### config.mk
export PLATFORM = sky130hd
export DESIGN_NAME = keyed_cfg_port
export DESIGN_NICKNAME = d
export VERILOG_FILES = /design/src/rtl/cfgport_pkg.sv /design/src/rtl/cfgport_ctrl.sv /design/src/rtl/cfgport_regs.sv /design/src/rtl/keyed_cfg_port.sv
export SDC_FILE = /design/constraint.sdc
export NUM_CORES = 1
export LEC_CHECK = 0
export BUFFER_PORTS_ARGS = -buffer_cell sky130_fd_sc_hd__buf_2
export CAP_MARGIN = 40
export CORE_MARGIN = 4
export CORE_UTILIZATION = 45
export DETAILED_ROUTE_END_ITERATION = 10
export PLACE_DENSITY = 0.62
export SYNTH_ARGS = -nofsm -noshare
export SYNTH_HDL_FRONTEND = slang
export SYNTH_SLANG_ARGS = --single-unit
### constraint.sdc
create_clock -name clk -period 6.3 [get_ports clk]
set_input_delay 0.315 -clock clk [delete_from_list [all_inputs] [get_ports clk]]
set_output_delay 0.315 -clock clk [all_outputs]
set_load 0.05 [all_outputs]
### src/rtl/cfgport_pkg.sv
package cfgport_pkg;
  localparam logic [7:0] REG_EXIT    = 8'h02;
  localparam logic [7:0] EXIT_VALUE  = 8'h02;
  localparam logic [7:0] REG_LDN     = 8'h07;
  localparam logic [7:0] REG_ID_HI   = 8'h20;
  localparam logic [7:0] REG_ID_LO   = 8'h21;
  localparam logic [7:0] REG_REV     = 8'h22;
  localparam logic [7:0] REG_ACT     = 8'h30;
  localparam logic [7:0] REG_BASE_HI = 8'h60;
  localparam logic [7:0] REG_BASE_LO = 8'h61;
  localparam logic [7:0] FLOAT_BYTE  = 8'hFF;

  typedef struct packed {
    logic       wrLdn;
    logic       wrAct;
    logic       wrBaseHi;
    logic       wrBaseLo;
    logic       rdCfg;
    logic       rdIdx;
    logic       rdFloat;
    logic [7:0] wrByte;
    logic [7:0] index;
  } ctrl_strobe_t;
endpackage

### src/rtl/cfgport_ctrl.sv
module cfgport_ctrl
  import cfgport_pkg::*;
#(
  parameter logic [15:0] INDEX_ADDR = 16'h002E,
  parameter logic [15:0] DATA_ADDR  = 16'h002F,
  parameter logic [31:0] UNLOCK_KEY = 32'h8701_5555
) (
  input  logic         clk,
  input  logic         rstN,
  input  logic [15:0]  ioAddr,
  input  logic         ioWrStb,
  input  logic         ioRdStb,
  input  logic [7:0]   ioWrData,
  output ctrl_strobe_t strobes,
  output logic         unlocked
);
  localparam int KEY_LEN = 4;
  localparam int POS_W = $clog2(KEY_LEN);
  localparam logic [7:0] FIRST_BYTE = UNLOCK_KEY[8*KEY_LEN-1 -: 8];

  logic [POS_W-1:0] keyPos;
  logic [7:0]       indexQ;
  logic [7:0]       expByte;
  logic             hitIdx, hitDat, dataWr;

  assign hitIdx = (ioAddr == INDEX_ADDR);
  assign hitDat = (ioAddr == DATA_ADDR);
  assign dataWr = ioWrStb && hitDat && unlocked;

  always_comb expByte = UNLOCK_KEY[8*(KEY_LEN-1-int'(keyPos)) +: 8];

  always_ff @(posedge clk) begin
    if (!rstN) begin
      unlocked <= 1'b0;
      keyPos   <= '0;
      indexQ   <= 8'h00;
    end else if (ioWrStb && hitIdx) begin
      if (unlocked) begin
        indexQ <= ioWrData;
      end else if (ioWrData == expByte) begin
        if (int'(keyPos) == KEY_LEN-1) begin
          unlocked <= 1'b1;
          keyPos   <= '0;
        end else begin
          keyPos <= keyPos + 1'b1;
        end
      end else if (ioWrData == FIRST_BYTE) begin
        keyPos <= POS_W'(1);
      end else begin
        keyPos <= '0;
      end
    end else if (dataWr && indexQ == REG_EXIT && ioWrData == EXIT_VALUE) begin
      unlocked <= 1'b0;
    end
  end

  always_comb begin
    strobes          = '0;
    strobes.wrByte   = ioWrData;
    strobes.index    = indexQ;
    strobes.wrLdn    = dataWr && (indexQ == REG_LDN);
    strobes.wrAct    = dataWr && (indexQ == REG_ACT);
    strobes.wrBaseHi = dataWr && (indexQ == REG_BASE_HI);
    strobes.wrBaseLo = dataWr && (indexQ == REG_BASE_LO);
    strobes.rdCfg    = ioRdStb && hitDat && unlocked;
    strobes.rdIdx    = ioRdStb && hitIdx && unlocked;
    strobes.rdFloat  = ioRdStb && (hitDat || hitIdx) && !unlocked;
  end
endmodule

### src/rtl/cfgport_regs.sv
module cfgport_regs
  import cfgport_pkg::*;
#(
  parameter int          NUM_DEV  = 16,
  parameter logic [15:0] CHIP_ID  = 16'h8712,
  parameter logic [3:0]  CHIP_REV = 4'h8
) (
  input  logic         clk,
  input  logic         rstN,
  input  ctrl_strobe_t strobes,
  output logic [7:0]   ioRdData,
  output logic         ioRdValid,
  output logic [7:0]   ldn
);
  localparam int SEL_W = (NUM_DEV > 1) ? $clog2(NUM_DEV) : 1;

  logic [SEL_W-1:0]      devSel;
  logic                  ldnInRange;
  logic [NUM_DEV-1:0]    actVec;
  logic [NUM_DEV*16-1:0] baseVec;
  logic [7:0]            muxByte;
  logic [15:0]           selBase;

  assign ldnInRange = (int'(ldn) < NUM_DEV);
  assign devSel     = ldn[SEL_W-1:0];

  always_ff @(posedge clk) begin
    if (!rstN)              ldn <= 8'h00;
    else if (strobes.wrLdn) ldn <= strobes.wrByte;
  end

  for (genvar d = 0; d < NUM_DEV; d++) begin : g_dev
    logic        actQ;
    logic [15:0] baseQ;
    logic        mine;
    assign mine = ldnInRange && (int'(devSel) == d);
    always_ff @(posedge clk) begin
      if (!rstN) begin
        actQ  <= 1'b0;
        baseQ <= 16'h0000;
      end else if (mine) begin
        if (strobes.wrAct)    actQ        <= strobes.wrByte[0];
        if (strobes.wrBaseHi) baseQ[15:8] <= strobes.wrByte;
        if (strobes.wrBaseLo) baseQ[7:0]  <= strobes.wrByte;
      end
    end
    assign actVec[d]           = actQ;
    assign baseVec[d*16 +: 16] = baseQ;
  end

  assign selBase = ldnInRange ? baseVec[int'(devSel)*16 +: 16] : 16'h0000;

  always_comb begin
    case (strobes.index)
      REG_LDN:     muxByte = ldn;
      REG_ID_HI:   muxByte = CHIP_ID[15:8];
      REG_ID_LO:   muxByte = CHIP_ID[7:0];
      REG_REV:     muxByte = {4'h0, CHIP_REV};
      REG_ACT:     muxByte = {7'h00, ldnInRange && actVec[devSel]};
      REG_BASE_HI: muxByte = selBase[15:8];
      REG_BASE_LO: muxByte = selBase[7:0];
      default:     muxByte = 8'h00;
    endcase
  end

  always_ff @(posedge clk) begin
    if (!rstN) begin
      ioRdData  <= 8'h00;
      ioRdValid <= 1'b0;
    end else begin
      ioRdValid <= strobes.rdCfg || strobes.rdIdx || strobes.rdFloat;
      if (strobes.rdCfg)        ioRdData <= muxByte;
      else if (strobes.rdIdx)   ioRdData <= strobes.index;
      else if (strobes.rdFloat) ioRdData <= FLOAT_BYTE;
    end
  end
endmodule

### src/rtl/keyed_cfg_port.sv
module keyed_cfg_port
  import cfgport_pkg::*;
#(
  parameter logic [15:0] INDEX_ADDR = 16'h002E,
  parameter logic [15:0] DATA_ADDR  = 16'h002F,
  parameter logic [31:0] UNLOCK_KEY = 32'h8701_5555,
  parameter int          NUM_DEV    = 16,
  parameter logic [15:0] CHIP_ID    = 16'h8712,
  parameter logic [3:0]  CHIP_REV   = 4'h8
) (
  input  logic        clk,
  input  logic        rstN,
  input  logic [15:0] ioAddr,
  input  logic        ioWrStb,
  input  logic        ioRdStb,
  input  logic [7:0]  ioWrData,
  output logic [7:0]  ioRdData,
  output logic        ioRdValid
);
  ctrl_strobe_t strobeBus;
  logic         unlockedW;
  logic [7:0]   ldnW;

  cfgport_ctrl #(
    .INDEX_ADDR(INDEX_ADDR), .DATA_ADDR(DATA_ADDR), .UNLOCK_KEY(UNLOCK_KEY)
  ) ctrl_i (
    .clk(clk), .rstN(rstN), .ioAddr(ioAddr), .ioWrStb(ioWrStb),
    .ioRdStb(ioRdStb), .ioWrData(ioWrData), .strobes(strobeBus),
    .unlocked(unlockedW)
  );

  cfgport_regs #(
    .NUM_DEV(NUM_DEV), .CHIP_ID(CHIP_ID), .CHIP_REV(CHIP_REV)
  ) regs_i (
    .clk(clk), .rstN(rstN), .strobes(strobeBus), .ioRdData(ioRdData),
    .ioRdValid(ioRdValid), .ldn(ldnW)
  );
endmodule

### Word level (Yosys, flattened, before mapping)

Index checks and enable logic that the tools add are counted.
Widths: inputs -> output; s select.

* bits in registers: 300
* bits of input ports: 28
* output and inout bits: 9
* word-level logic and storage cells: 194

* add/sub/neg operators: 2
* magnitude comparators: 2
* eq/ne operators: 29
* shift operators: 2
* multiplexer cells: 15
* bitwise logic cells: 1
* reductions and logical operators: 89

Operators with widths (count)
* $shiftx 256x9->16: 1
* $reduce_and 2->1: 50
* $pmux 8 s7: 1
* $eq 16x6->1 const B: 2
* $eq 4x4->1 const B: 8
* $eq 8x6->1 const B: 4
* $logic_and 1x1->1: 32
* $shiftx 32x32->8 const A: 1
* $mux 8: 3
* $eq 4x3->1 const B: 4
* $eq 8x2->1 const B: 2
* $eq 8x7->1 const B: 2
* $mux 16: 1
* $eq 4x2->1 const B: 2
* $eq 8x3->1 const B: 1
* $eq 8x8->1: 1
* $eq 8x8->1 const B: 1
* $lt 8x5->1 const B: 1
* $mux 1: 7
* $lt 4x5->1 const B: 1
* $bmux 1 s4: 1
* $eq 4x1->1 const B: 1
* $logic_not 4->1: 1
* $mux 2: 2
* other kinds (8): 10

### Depth between registers and ports, before layout

Gate-level depths: netlist (run 1).

* depth in word-level cells: 7
* gate-level depth with buffers: 9
* mapped depth without buffers: 8

### Modules after synthesis

From an unflattened synthesis (run 1), not the netlist that was laid out.

* cells, all modules: 1653
* area total of the unflattened synthesis: 14916.8 sq um

Modules (own cells, without submodules)
* cfgport_regs: instances 1, cells each 1548, area each 14087.3 sq um, sequential area each 5785.5 sq um
* cfgport_ctrl: instances 1, cells each 105, area each 829.5 sq um, sequential area each 220.2 sq um

### Worst setup path after synthesis (run 1)

No wires, ideal clock.

* path type: input to register
* start point: input port ioAddr[11]
* end point: register regs_i.g_dev[6].actQ
* library setup time: 0.132 ns
* arrival time: 2.438 ns
* required time: 6.168 ns
* setup slack: 3.729 ns
* stages on the path: 8
* buffers on the path: 2
* cell sequence: or4_4 or4_4 or3_4 or2_1 buf_6 buf_6 o21ai_1 a21oi_1

* cells in the longest elaborated chain, start to end: 5

Ends and longest elaborated chain
* start: declaration: line keyed_cfg_port.sv:13 `input logic [15:0] ioAddr,`
* $eq 16x6->1: line cfgport_ctrl.sv:27 `assign hitDat = (ioAddr == DATA_ADDR);`
* $logic_and 1x1->1 (2 in series): line cfgport_ctrl.sv:28 `assign dataWr = ioWrStb && hitDat && unlocked;`
* $logic_and 1x1->1: line cfgport_ctrl.sv:62 `strobes.wrAct = dataWr && (indexQ == REG_ACT);`
* $reduce_and 2->1 (no source line)
* end signal: assignment: line cfgport_regs.sv:42 `if (strobes.wrAct) actQ <= strobes.wrByte[0];`
* end: declaration: line cfgport_regs.sv:33 `logic actQ;`

No other way between the ends.
A chain may end at the register's enable or synchronous reset.

### Worst setup path in the final report (run 1)

* start point: register ctrl_i.indexQ[0]
* end point: register regs_i.g_dev[6].baseQ[13]

* cells in the longest elaborated chain, start to end: 3

Ends and longest elaborated chain
* start: declaration: line cfgport_ctrl.sv:22 `logic [7:0] indexQ;`
* start signal: assignment: line cfgport_ctrl.sv:39 `indexQ <= ioWrData;`
* $eq 8x7->1: line cfgport_ctrl.sv:63 `strobes.wrBaseHi = dataWr && (indexQ == REG_BASE_HI);`
* $logic_and 1x1->1: line cfgport_ctrl.sv:63
* $reduce_and 2->1 (no source line)
* end signal: assignment: line cfgport_regs.sv:43 `if (strobes.wrBaseHi) baseQ[15:8] <= strobes.wrByte;`
* end: declaration: line cfgport_regs.sv:34 `logic [15:0] baseQ;`

No other way between the ends.

==> results of run 1 <==
-- state kept, by name (all words and copies together), names as in the netlist --
signal / cells
regs_i.ldn: 8
ctrl_i.indexQ: 8
regs_i.ioRdValid: 1
ctrl_i.keyPos: 2
regs_i.ioRdData: 8
regs_i.g_dev.actQ: 16
regs_i.g_dev.baseQ: 256
ctrl_i.unlocked: 1
-- through the flow --
step	total power [mW]	hold WS, ps
after global placement	2.03	435
after global routing	4.13	185
after detailed placement	2.04	440
after floorplan	2.00	429
final	4.02	181
after CTS	4.05	163
-- worst register-to-register path, cell delays in order (launching register included) --
cell and delay, ps:
dfxtp_1 520, nor4b_1 650, and2_1 300, nand4_1 650, nor2_1 850, nand2_1 140
a21oi_1 180
-- report_power, final --
group	internal, mW	switching (mW)	leakage (nW)
combinational	0.0260	0.0819	1.65
sequential	1.90	0.000000730	2.42
clock	1.23	0.785	0.576
total	3.15	0.867	4.65
-- metal layers --
layer  wire length, microns  vias up  share of wire [%]
li1                       -     5694                  -
met1                  18000     5718                 44
met2                  18700      435                 46
met3                   2700       78                6.7
met4                   1120        0                2.7
met5                      0        -                  0
-- worst max-delay path by stage --
stage | start | to | slack [ps] | cells after the start
4_1_cts | ctrl_i.indexQ[0] | regs_i.g_dev[6].baseQ[13] | 2960 | 6
3_5_place_dp | ioAddr[8] | regs_i.g_dev[6].baseQ[13] | 2910 | 7
2_1_floorplan | ioAddr[11] | regs_i.g_dev[6].actQ | 3730 | 8
6_report | ctrl_i.indexQ[0] | regs_i.g_dev[6].baseQ[13] | 2940 | 6
3_3_place_gp | ioAddr[8] | regs_i.g_dev[6].baseQ[15] | 2930 | 7
5_1_grt | ctrl_i.indexQ[0] | regs_i.g_dev[6].baseQ[13] | 2660 | 6
-- layout make-up --
class,count,share of cell area (%)
flip-flops and latches,300,39.1
repair buffers,55,3.17
multi-input cells,1253,46.8
inverters,8,0.244
clock inverters,11,0.806
clock buffers,50,6.72
well taps,390,3.17
-- cell usage in the layout (no fill, tap or decap), drive strengths merged, types with 3 or more instances in the layout --
| master | netlist | final |
|---|---|---|
| nand2 | 584 | 584 |
| buf | 18 | 54 |
| nor2b | 16 | 16 |
| nand4b | 4 | 4 |
| nor3 | 17 | 17 |
| or2 | 4 | 4 |
| o22ai | 8 | 8 |
| a2111oi | 4 | 4 |
| inv | 8 | 9 |
| o21ai | 36 | 36 |
| nor4 | 9 | 9 |
| and2 | 7 | 7 |
| or4 | 6 | 6 |
| clkinv | 0 | 8 |
| nor2 | 70 | 70 |
| nand2b | 10 | 10 |
| a21oi | 294 | 294 |
| mux4 | 64 | 64 |
| nand3 | 27 | 27 |
| nand4 | 5 | 5 |
| o211ai | 4 | 4 |
| and3 | 3 | 3 |
| or4b | 3 | 3 |
| clkbuf | 91 | 50 |
| a211oi | 5 | 5 |
| dfxtp | 300 | 300 |
| ha | 3 | 3 |
| mux2i | 44 | 44 |
| nor4b | 3 | 3 |
-- cells by family (layout without fill, tap and decap cells) --
group	after synthesis	after routing	synth area share [%]
mux	110	110	13.9
compound gates	360	360	13.8
xor+xnor	1	1	0.0641
simple gates	779	779	24.6
buf+inv	117	124	3.44
fa+ha+maj	3	3	0.275
flops	300	300	43.9
==> results_dict.tcl, run 1 <==
set metrics [dict create \
    multiInputGateArea_sq_um 7190 \
    final.min_clock_period_ps 3360 \
    cts_buffer_depth 3 \
    ios 37 \
    grt.total_usage_pct 23.9 \
    clk_pin_slew_ps 60 \
    path_cells "nor4b_1, and2_1, nand4_1, nor2_1, nand2_1, a21oi_1" \
    drv_slew 0 \
    synth_largest_area_cell "dfxtp_1" \
    core_sq_um 29800 \
    post_cts_buffers 0 \
    vias_per_cell 5.77 \
    final_util_pct 51.6 \
    synth-edff-count 0 \
    relSlewSlack_pct 37.9 \
    worstSetupStartpointType "flip-flop" \
    die_area_sq_um 33200 \
    h-tree-depth 2 \
    fin_cells 2067 \
    critPathArrivalTime_ps 3780 \
    dp_slack_ps 2910 \
    synth_common_cells "nand2_1, dfxtp_1, a21oi_1" \
    setup_tns_ps 0 \
    worstSkewPairLatency_ps 510 \
    rr_endpoint "regs_i.g_dev[6].baseQ[13]" \
    netlist_instances 1670 \
    hpwl_microns 26900 \
    post_cts_resize_count 0 \
    grt_pass1_wl_microns 64600 \
    wl_per_cell_microns 19.6 \
    synth_ff_type "dfxtp_1" \
    std_cell_rows 63 \
    hp-start "rstN" \
    ant_nets 0 \
    grt_use_met1_pct 33.7 \
    status "completed" \
    grt_use_met3_pct 3.61 \
    cts_buffers 35 \
    yosysTopAreaCellShare_pct 43.9 \
    p_leak_nw 4.65 \
    fin_nets 1684 \
    synthesis.nets 1701 \
    grt_overflow 0 \
    crit_slowest_cell "nor2_1" \
    die_w_microns 182 \
    initial_utilization_pct 45.9 \
    path_class "reg -> reg" \
    cts_root_buffer "clkbuf_16" \
    wl_microns 40600 \
    drt_iter0_drc 1365 \
    hold_viol 0 \
    hold_path_depth 3 \
    timing.final.ws_setup_ps 2940 \
    synth_cell_type_count 56 \
    num-fill-cells 2806 \
    worst-r2r-setup-slack_ps 2940 \
    setup_viol 0 \
    yosys_register_bits 300 \
    synth_area_sq_um 13700 \
    r2r_start "ctrl_i.indexQ[0]" \
    slowest_delay_ps 840 \
    drive_gt1_share_pct 12.1 \
    grt_max_degree 106 \
    hold_buffers 0 \
    rsz0062_at_grt "no" \
    crit_buf_inv 0 \
    dp.cells 2006 \
    vias 11900 \
    async_flop_share_pct 0 \
    rr_worst_depth 6 \
    clock-sinks 300 \
    place_area_sq_um 14200 \
    diodes 0 \
    drt_first_pass_iters 5 \
    gp_congestion 0.943 \
    min_to "regs_i.ioRdData[3]" \
    synthTopCellsByArea "dfxtp_1, nand2_1, a21oi_1" \
    clock_skew_ps 12.3 \
    yosys_warnings 0 \
    cts_tree "yes" \
    tightest_slew_ps 930 \
    hold_class "in -> reg" \
    powerDensity_nw_per_um2 261 \
    syn_area_per_cell_sq_um 8.18 \
    regArea_sq_um 6010 \
    met2_usage_pct 38.4 \
    ys_seq_area_share_pct 43.9 \
    antenna_found_initial 0 \
    max_freq_ghz 0.298 \
    min_period_over_period_pct 53.3 \
    path_max_fanout 20 \
    drc 0 \
    maxCapViolations 0 \
    final_area_sq_um 15400 \
    ir_drop_v 0.000130 \
    yosysMostFrequentCell "nand2_1" \
    end_kind "flip-flop" \
    grt_pass1_vias 11400 \
    grt_busiest_layer "met2" \
    area_delta_synth_final_pct 12.5 \
    cpLargestDelayFamily "simple AND/OR/NAND/NOR gates" \
    die_h_microns 182 \
    required_ps 6730 \
    io_buffer_count 36 \
]
No activity file was read; power rests on OpenSTA's default activity.
==> run 2, diff against run 1 <==
--- a/config.mk
+++ b/config.mk
@@ -5,6 +5,7 @@
 export SDC_FILE = /design/constraint.sdc
 export NUM_CORES = 1
 export LEC_CHECK = 0
+export ABC_AREA = 1
 export BUFFER_PORTS_ARGS = -buffer_cell sky130_fd_sc_hd__buf_2
 export CAP_MARGIN = 40
 export CORE_MARGIN = 4
==> constraint.sdc (replaced) <==
create_clock -name clk -period 3.4 [get_ports clk]
set_input_delay 0.17 -clock clk [delete_from_list [all_inputs] [get_ports clk]]
set_output_delay 0.17 -clock clk [all_outputs]
set_load 0.05 [all_outputs]
==> run 2 against run 1 <==
Final cell count rose by 27%. Area after synthesis rose by 5.9%. Routed wire length rose by 16%. Sequential share of layout area fell by 1.7 points. Clock power rose by 77%. Synthesized cell count rose by 33%. Clock skew rose by 1.6 ps. Worst hold slack got worse by 160 ps. Design area rose by 4.5%. Critical path depth rose by 3. Critical path type unchanged. Utilization fell by 0.82 points. Total power rose by 81%.
==> results_dict.tcl, run 2 <==
set metrics [dict create \
    path_class "reg -> reg" \
    synth_area_sq_um 14500 \
    yosysTopAreaCellShare_pct 41.5 \
    min_period_over_period_pct 83.3 \
    drt_first_pass_iters 6 \
    antenna_found_initial 0 \
    yosysMostFrequentCell "nor2_1" \
    cts_buffers 35 \
    grt_busiest_layer "met2" \
    syn_area_per_cell_sq_um 6.54 \
    grt_pass1_vias 13500 \
    clock-sinks 300 \
    worstSetupStartpointType "flip-flop" \
    drt_iter0_drc 1293 \
    p_leak_nw 7.68 \
    powerDensity_nw_per_um2 452 \
    die_w_microns 187 \
    clk_pin_slew_ps 60 \
    synth_top_family_by_area "simple AND/OR/NAND/NOR gates" \
    multiInputGateArea_sq_um 7320 \
    cts_buffer_depth 3 \
    cts_tree "yes" \
    tightest_slew_ps 878 \
    grt_use_met1_pct 36.3 \
    io_buffer_count 36 \
    final.min_clock_period_ps 2830 \
    rsz0062_at_grt "no" \
    ios 37 \
    wl_per_cell_microns 17.9 \
    grt.total_usage_pct 26.2 \
    synth_cell_type_count 36 \
    met2_usage_pct 41.4 \
    grt_max_degree 108 \
    hp-start "ioRdStb" \
    end_kind "flip-flop" \
    vias 14200 \
    area_delta_synth_final_pct 11.0 \
    vias_per_cell 5.41 \
    clock_skew_ps 13.9 \
    post_cts_buffers 0 \
    die_h_microns 187 \
    synthesis.nets 2244 \
    layout_commonest_cell "nor2_1" \
    critPathArrivalTime_ps 3230 \
    ys_seq_area_share_pct 41.5 \
    hold_viol 0 \
    cp-startpoint "regs_i.ldn[0]" \
    synth_xor_area_share_pct 0.0605 \
    yosys_warnings 0 \
    diodes 0 \
    std_cell_rows 65 \
    synth_fa_ha_area_share_pct 0.259 \
    required_ps 3800 \
    rr_worst_depth 9 \
    setup_viol 0 \
    hold_class "in -> reg" \
    drive_gt1_share_pct 9.62 \
    max_flop_register "regs_i.g_dev.baseQ" \
    yosys.area_share.simple_pct 38.2 \
    grt_pass1_wl_microns 75000 \
    synth_ff_type "dfxtp_1" \
    hold_buffers 0 \
    final_cell_mix "nor2_1, nand2_1, dfxtp_1, o21ai_0, inv_1" \
    fin_nets 2238 \
    async_flop_share_pct 0 \
    hpwl_microns 31000 \
    r2r_start "regs_i.ldn[0]" \
    hold_path_depth 3 \
    synth_common_cells "nor2_1, nand2_1, dfxtp_1" \
    relSlewSlack_pct 41.3 \
    synthMuxAreaShare_pct 0 \
    drc 0 \
    gp_congestion 0.960 \
    regArea_sq_um 6010 \
    post_cts_resize_count 0 \
    wl_microns 47100 \
    drv_slew 0 \
    worstSkewPairLatency_ps 510 \
    ant_nets 0 \
    synth-compound-area-share_pct 12.0 \
    hold-worst-slack_ps 20.5 \
    ir_drop_v 0.000444 \
    grt_overflow 0 \
    synth-edff-count 0 \
    final_util_pct 50.8 \
    h-tree-depth 2 \
    setup_tns_ps 0 \
    path_max_fanout 30 \
    netlist_instances 2213 \
    yosys_register_bits 300 \
    num-fill-cells 3172 \
    maxCapViolations 0 \
    reg.largest.list "regs_i.g_dev.baseQ x256, regs_i.g_dev.actQ x16" \
    max_freq_ghz 0.353 \
    core_sq_um 31600 \
    cts_root_buffer "clkbuf_16" \
    largest_reg_flops 256 \
    die_area_sq_um 35100 \
    synthTopCellsByArea "dfxtp_1, nor2_1, nand2_1" \
    grt_use_met3_pct 4.67 \
    status "completed" \
    initial_utilization_pct 45.7 \
    synth_largest_area_cell "dfxtp_1" \
]
[run 2: area by class of cell]
class | instances | area share (%)
multi-input cells | 1627 | 45.6
flip-flops and latches | 300 | 37.4
clock buffers | 45 | 6.07
inverters | 168 | 3.97
repair buffers | 75 | 3.37
well taps | 402 | 3.13
clock inverters | 9 | 0.498
[run 2: worst paths after layout]
| path | endpoint | slack (ps) |
|---|---|---|
| setup reg to reg | regs_i.g_dev[12].baseQ[6] | 570 |
| setup / recovery | regs_i.g_dev[12].baseQ[6] | 570 |
| hold / removal | regs_i.ioRdValid | 20 |
| hold reg to reg | regs_i.g_dev[10].baseQ[14] | 500 |
[run 2: layer usage]
layer | wire [microns] | up-vias
met1 | 21300 | 6650
met5 | 0 | -
met4 | 1590 | 0
li1 | - | 6949
met2 | 21000 | 526
met3 | 3310 | 93
[run 2: per-stage QoR]
step	power (mW)	std cells	setup WS (ps)	cell area [sq um]
final	7.27	2626	567	16100
after global routing	7.48	2626	404	16100
after CTS	7.31	2626	605	16100
after detailed placement	3.79	2572	617	15000
after global placement	3.78	2572	634	15000
after floorplan	3.70	2213	1620	14500
[run 2: logic make-up (layout without fill, tap and decap cells)]
logic type / count (synthesis) / in the layout
DFF: 300 / 300
xor gates and xnor gates: 1 / 1
AOI/OAI and AO/OA: 342 / 342
adders and majority gates: 3 / 3
buffers and inverters: 286 / 297
and+or+nand+nor: 1281 / 1281
[run 2: critical path, stage by stage (launching register included)]
cell and delay (ps):
dfxtp_1 460, buf_4 260, nor2_4 700, inv_2 130, nor2_1 290, inv_1 170, nor3_4 380, inv_2 150
nor2_1 120, nor2_1 60
[run 2: power by group]
| part | internal [mW] | switching [mW] | total (mW) |
|---|---|---|---|
| Sequential | 3.52 | 0.00000244 | 3.52 |
| Clock | 2.09 | 1.47 | 3.56 |
| Combinational | 0.0363 | 0.160 | 0.196 |
==> run 3, diff against run 2 <==
--- a/config.mk
+++ b/config.mk
@@ -5,13 +5,13 @@
 export SDC_FILE = /design/constraint.sdc
 export NUM_CORES = 1
 export LEC_CHECK = 0
-export ABC_AREA = 1
+export ABC_AREA = 0
 export BUFFER_PORTS_ARGS = -buffer_cell sky130_fd_sc_hd__buf_2
 export CAP_MARGIN = 40
 export CORE_MARGIN = 4
 export CORE_UTILIZATION = 45
 export DETAILED_ROUTE_END_ITERATION = 10
-export PLACE_DENSITY = 0.62
+export PLACE_DENSITY = 0.64
 export SYNTH_ARGS = -nofsm -noshare
 export SYNTH_HDL_FRONTEND = slang
 export SYNTH_SLANG_ARGS = --single-unit
==> constraint.sdc (replaced) <==
create_clock -name clk -period 2.3 [get_ports clk]
set_input_delay 0.115 -clock clk [delete_from_list [all_inputs] [get_ports clk]]
set_output_delay 0.115 -clock clk [all_outputs]
set_load 0.05 [all_outputs]
==> run 3 against run 2 <==
Worst hold slack better by 22 ps. Critical path depth is 1 lower. Non-clock buffer count is 117 higher. First-iteration DRC count is 6.4% higher. Design area is 2.6% higher. Critical endpoint is now regs_i.ioRdData[5]. Largest cell class unchanged. Total power is 51% higher. Sequential share of layout area is 0.89 points lower.
==> results_dict.tcl, run 3 (synthesized netlist as in run 1, its figures left out) <==
set metrics [dict create \
    ant_nets 0 \
    clkPwrFrac_pct 50.0 \
    maxCapViolations 0 \
    status "completed" \
    grt_overflow 0 \
    grt_pass1_vias 12100 \
    crit_slowest_cell "mux4_2" \
    rsz0062_at_grt "yes" \
    min_period_over_period_pct 97.1 \
    antenna_found_initial 0 \
    hp-start "ioWrData[4]" \
    clock_skew_ps 19.1 \
    die_area_sq_um 33200 \
    wl_met1_microns 18600 \
    final_util_pct 55.3 \
    cpLargestDelayFamily "multiplexers" \
    num-fill-cells 2696 \
    regArea_sq_um 6020 \
    io_buffer_count 36 \
    cts_buffer_depth 3 \
    max_flop_register "regs_i.g_dev.baseQ" \
    drive_gt1_share_pct 20.0 \
    vias_per_cell 5.70 \
    swShare_pct 21.9 \
    core_sq_um 29800 \
    slowest_delay_ps 530 \
    hold_viol 0 \
    hpwl_microns 28600 \
    vias 12600 \
    gp_congestion 1.00 \
    path_cells "buf_4, buf_4, mux4_2, mux2i_1, buf_4, o22ai_1, nor3_1, nor3_1" \
    crit_top_cell "buf_4" \
    largest_reg_flops 256 \
    final.min_clock_period_ps 2230 \
    end_kind "flip-flop" \
    met2_wirelength_microns 20200 \
    multiInputGateArea_sq_um 7290 \
    powerDensity_nw_per_um2 664 \
    p_leak_nw 5.35 \
    path_class "reg -> reg" \
    drc 0 \
    path_max_fanout 6 \
    std_cell_rows 63 \
    combPwrFrac_pct 2.6 \
    die_h_microns 182 \
    fin_nets 1821 \
    p_int_mw 8.55 \
    setup_viol 0 \
    hold-worst-slack_ps 42.3 \
    drt_iter0_drc 1376 \
    hold_class "in -> reg" \
    routed.top_layer "met4" \
    r2r_start "regs_i.ldn[1]" \
    grt_max_degree 88 \
    critPathArrivalTime_ps 2620 \
    finalPower_mw 10.9 \
    drv_slew 0 \
    clk_pin_slew_ps 60 \
    cts_buffers 35 \
    ir_drop_v 0.000355 \
    grt.total_usage_pct 25.4 \
    crit_buf_inv 3 \
    tightest_slew_ps 732 \
    worstSetupStartpointType "flip-flop" \
    max_freq_ghz 0.448 \
    final_cell_mix "nand2_1, dfxtp_1, a21oi_1, buf_4, mux4_2" \
    area_delta_synth_final_pct 20.6 \
    clock-sinks 300 \
    ios 37 \
    drt_first_pass_iters 5 \
    relSlewSlack_pct 50.0 \
    p_sw_mw 2.40 \
    initial_utilization_pct 45.9 \
    wl_per_cell_microns 19.4 \
    layout_commonest_cell "nand2_1" \
    cts_tree "yes" \
    wl_met3_microns 2690 \
    die_w_microns 182 \
    h-tree-depth 2 \
    required_ps 2680 \
    wl_microns 42700 \
    worstSkewPairLatency_ps 510 \
    cts_root_buffer "clkbuf_16" \
    cp-startpoint "regs_i.ldn[1]" \
    seqPwrFrac_pct 47.4 \
    grt_pass1_wl_microns 68000 \
    reg.largest.list "regs_i.g_dev.baseQ x256, regs_i.g_dev.actQ x16" \
    diodes 0 \
]
[run 3: cell types whose count changed in the layout (fill, tap and decap cells not counted), sizes merged, moves of 16 or more]
cell	change
inv	-160
nor2b	+16
o21ai	-269
nand4	-30
nand2	+56
nor3	-23
buf	+115
mux2i	+44
mux4	+64
nand3	-38
nor2	-531
a21oi	+264
[run 3: metrics by stage]
stage / area, sq um / TNS, ps / cells / setup WS, ps
after floorplan: 13700 / -62.0 / 1670 / -17.5
after global placement: 15100 / -29950 / 2132 / -220
after detailed placement: 15100 / -38000 / 2132 / -223
after CTS: 16400 / -37.9 / 2201 / -15.1
after global routing: 16500 / -20.4 / 2206 / -20.4
final: 16500 / 0 / 2206 / 67.0
[run 3: final cells by class]
cell class                      count  share of cell area, %
Timing Repair Buffer              192                   9.11
Clock buffer                       55                   6.69
Multi-Input combinational cell   1253                   44.2
Sequential cell                   300                   36.5
Clock inverter                      8                  0.296
Tap cell                          390                   2.96
Inverter                            8                  0.228
[run 3: final timing paths]
check                                                  end  slack [ps]  cells past startpoint
worst max register to register          regs_i.ioRdData[5]          70                      8
worst min-delay path              regs_i.g_dev[0].baseQ[4]          40                      3
worst max-delay path                    regs_i.ioRdData[5]          70                      8
worst min register to register  regs_i.g_dev[14].baseQ[14]         450                      2
[run 3: metal layers]
| layer | GRT usage [%] | vias to the layer above |
|---|---|---|
| li1 | - | 5963 |
| met1 | 35.2 | 6091 |
| met2 | 41.4 | 436 |
| met3 | 3.49 | 80 |
| met4 | 7.93 | 0 |
| met5 | 0 | - |
[run 3: power groups by stage]
stage	sequential [mW]	combinational (mW)	clock, mW
after global routing	5.19	0.299	5.77
after CTS	5.19	0.278	5.55
final	5.19	0.282	5.47
after detailed placement	5.31	0.274	0
after global placement	5.31	0.272	0
after floorplan	5.31	0.159	0
[run 3: worst min-delay path, cell delays in order]
cell and delay (ps):
buf_2 220, nand2_1 100, a21oi_1 50
[run 3: repair_timing]
| item | in CTS | in global routing |
|---|---|---|
| hold buffers | 2 | 0 |
| resized for setup | 5 | 21 |
| endpoints found under the setup margin | 53 | 225 |
| hold endpoints to repair | 13 | 0 |
| setup buffers | 4 | 5 |
| pin swaps | 0 | 4 |
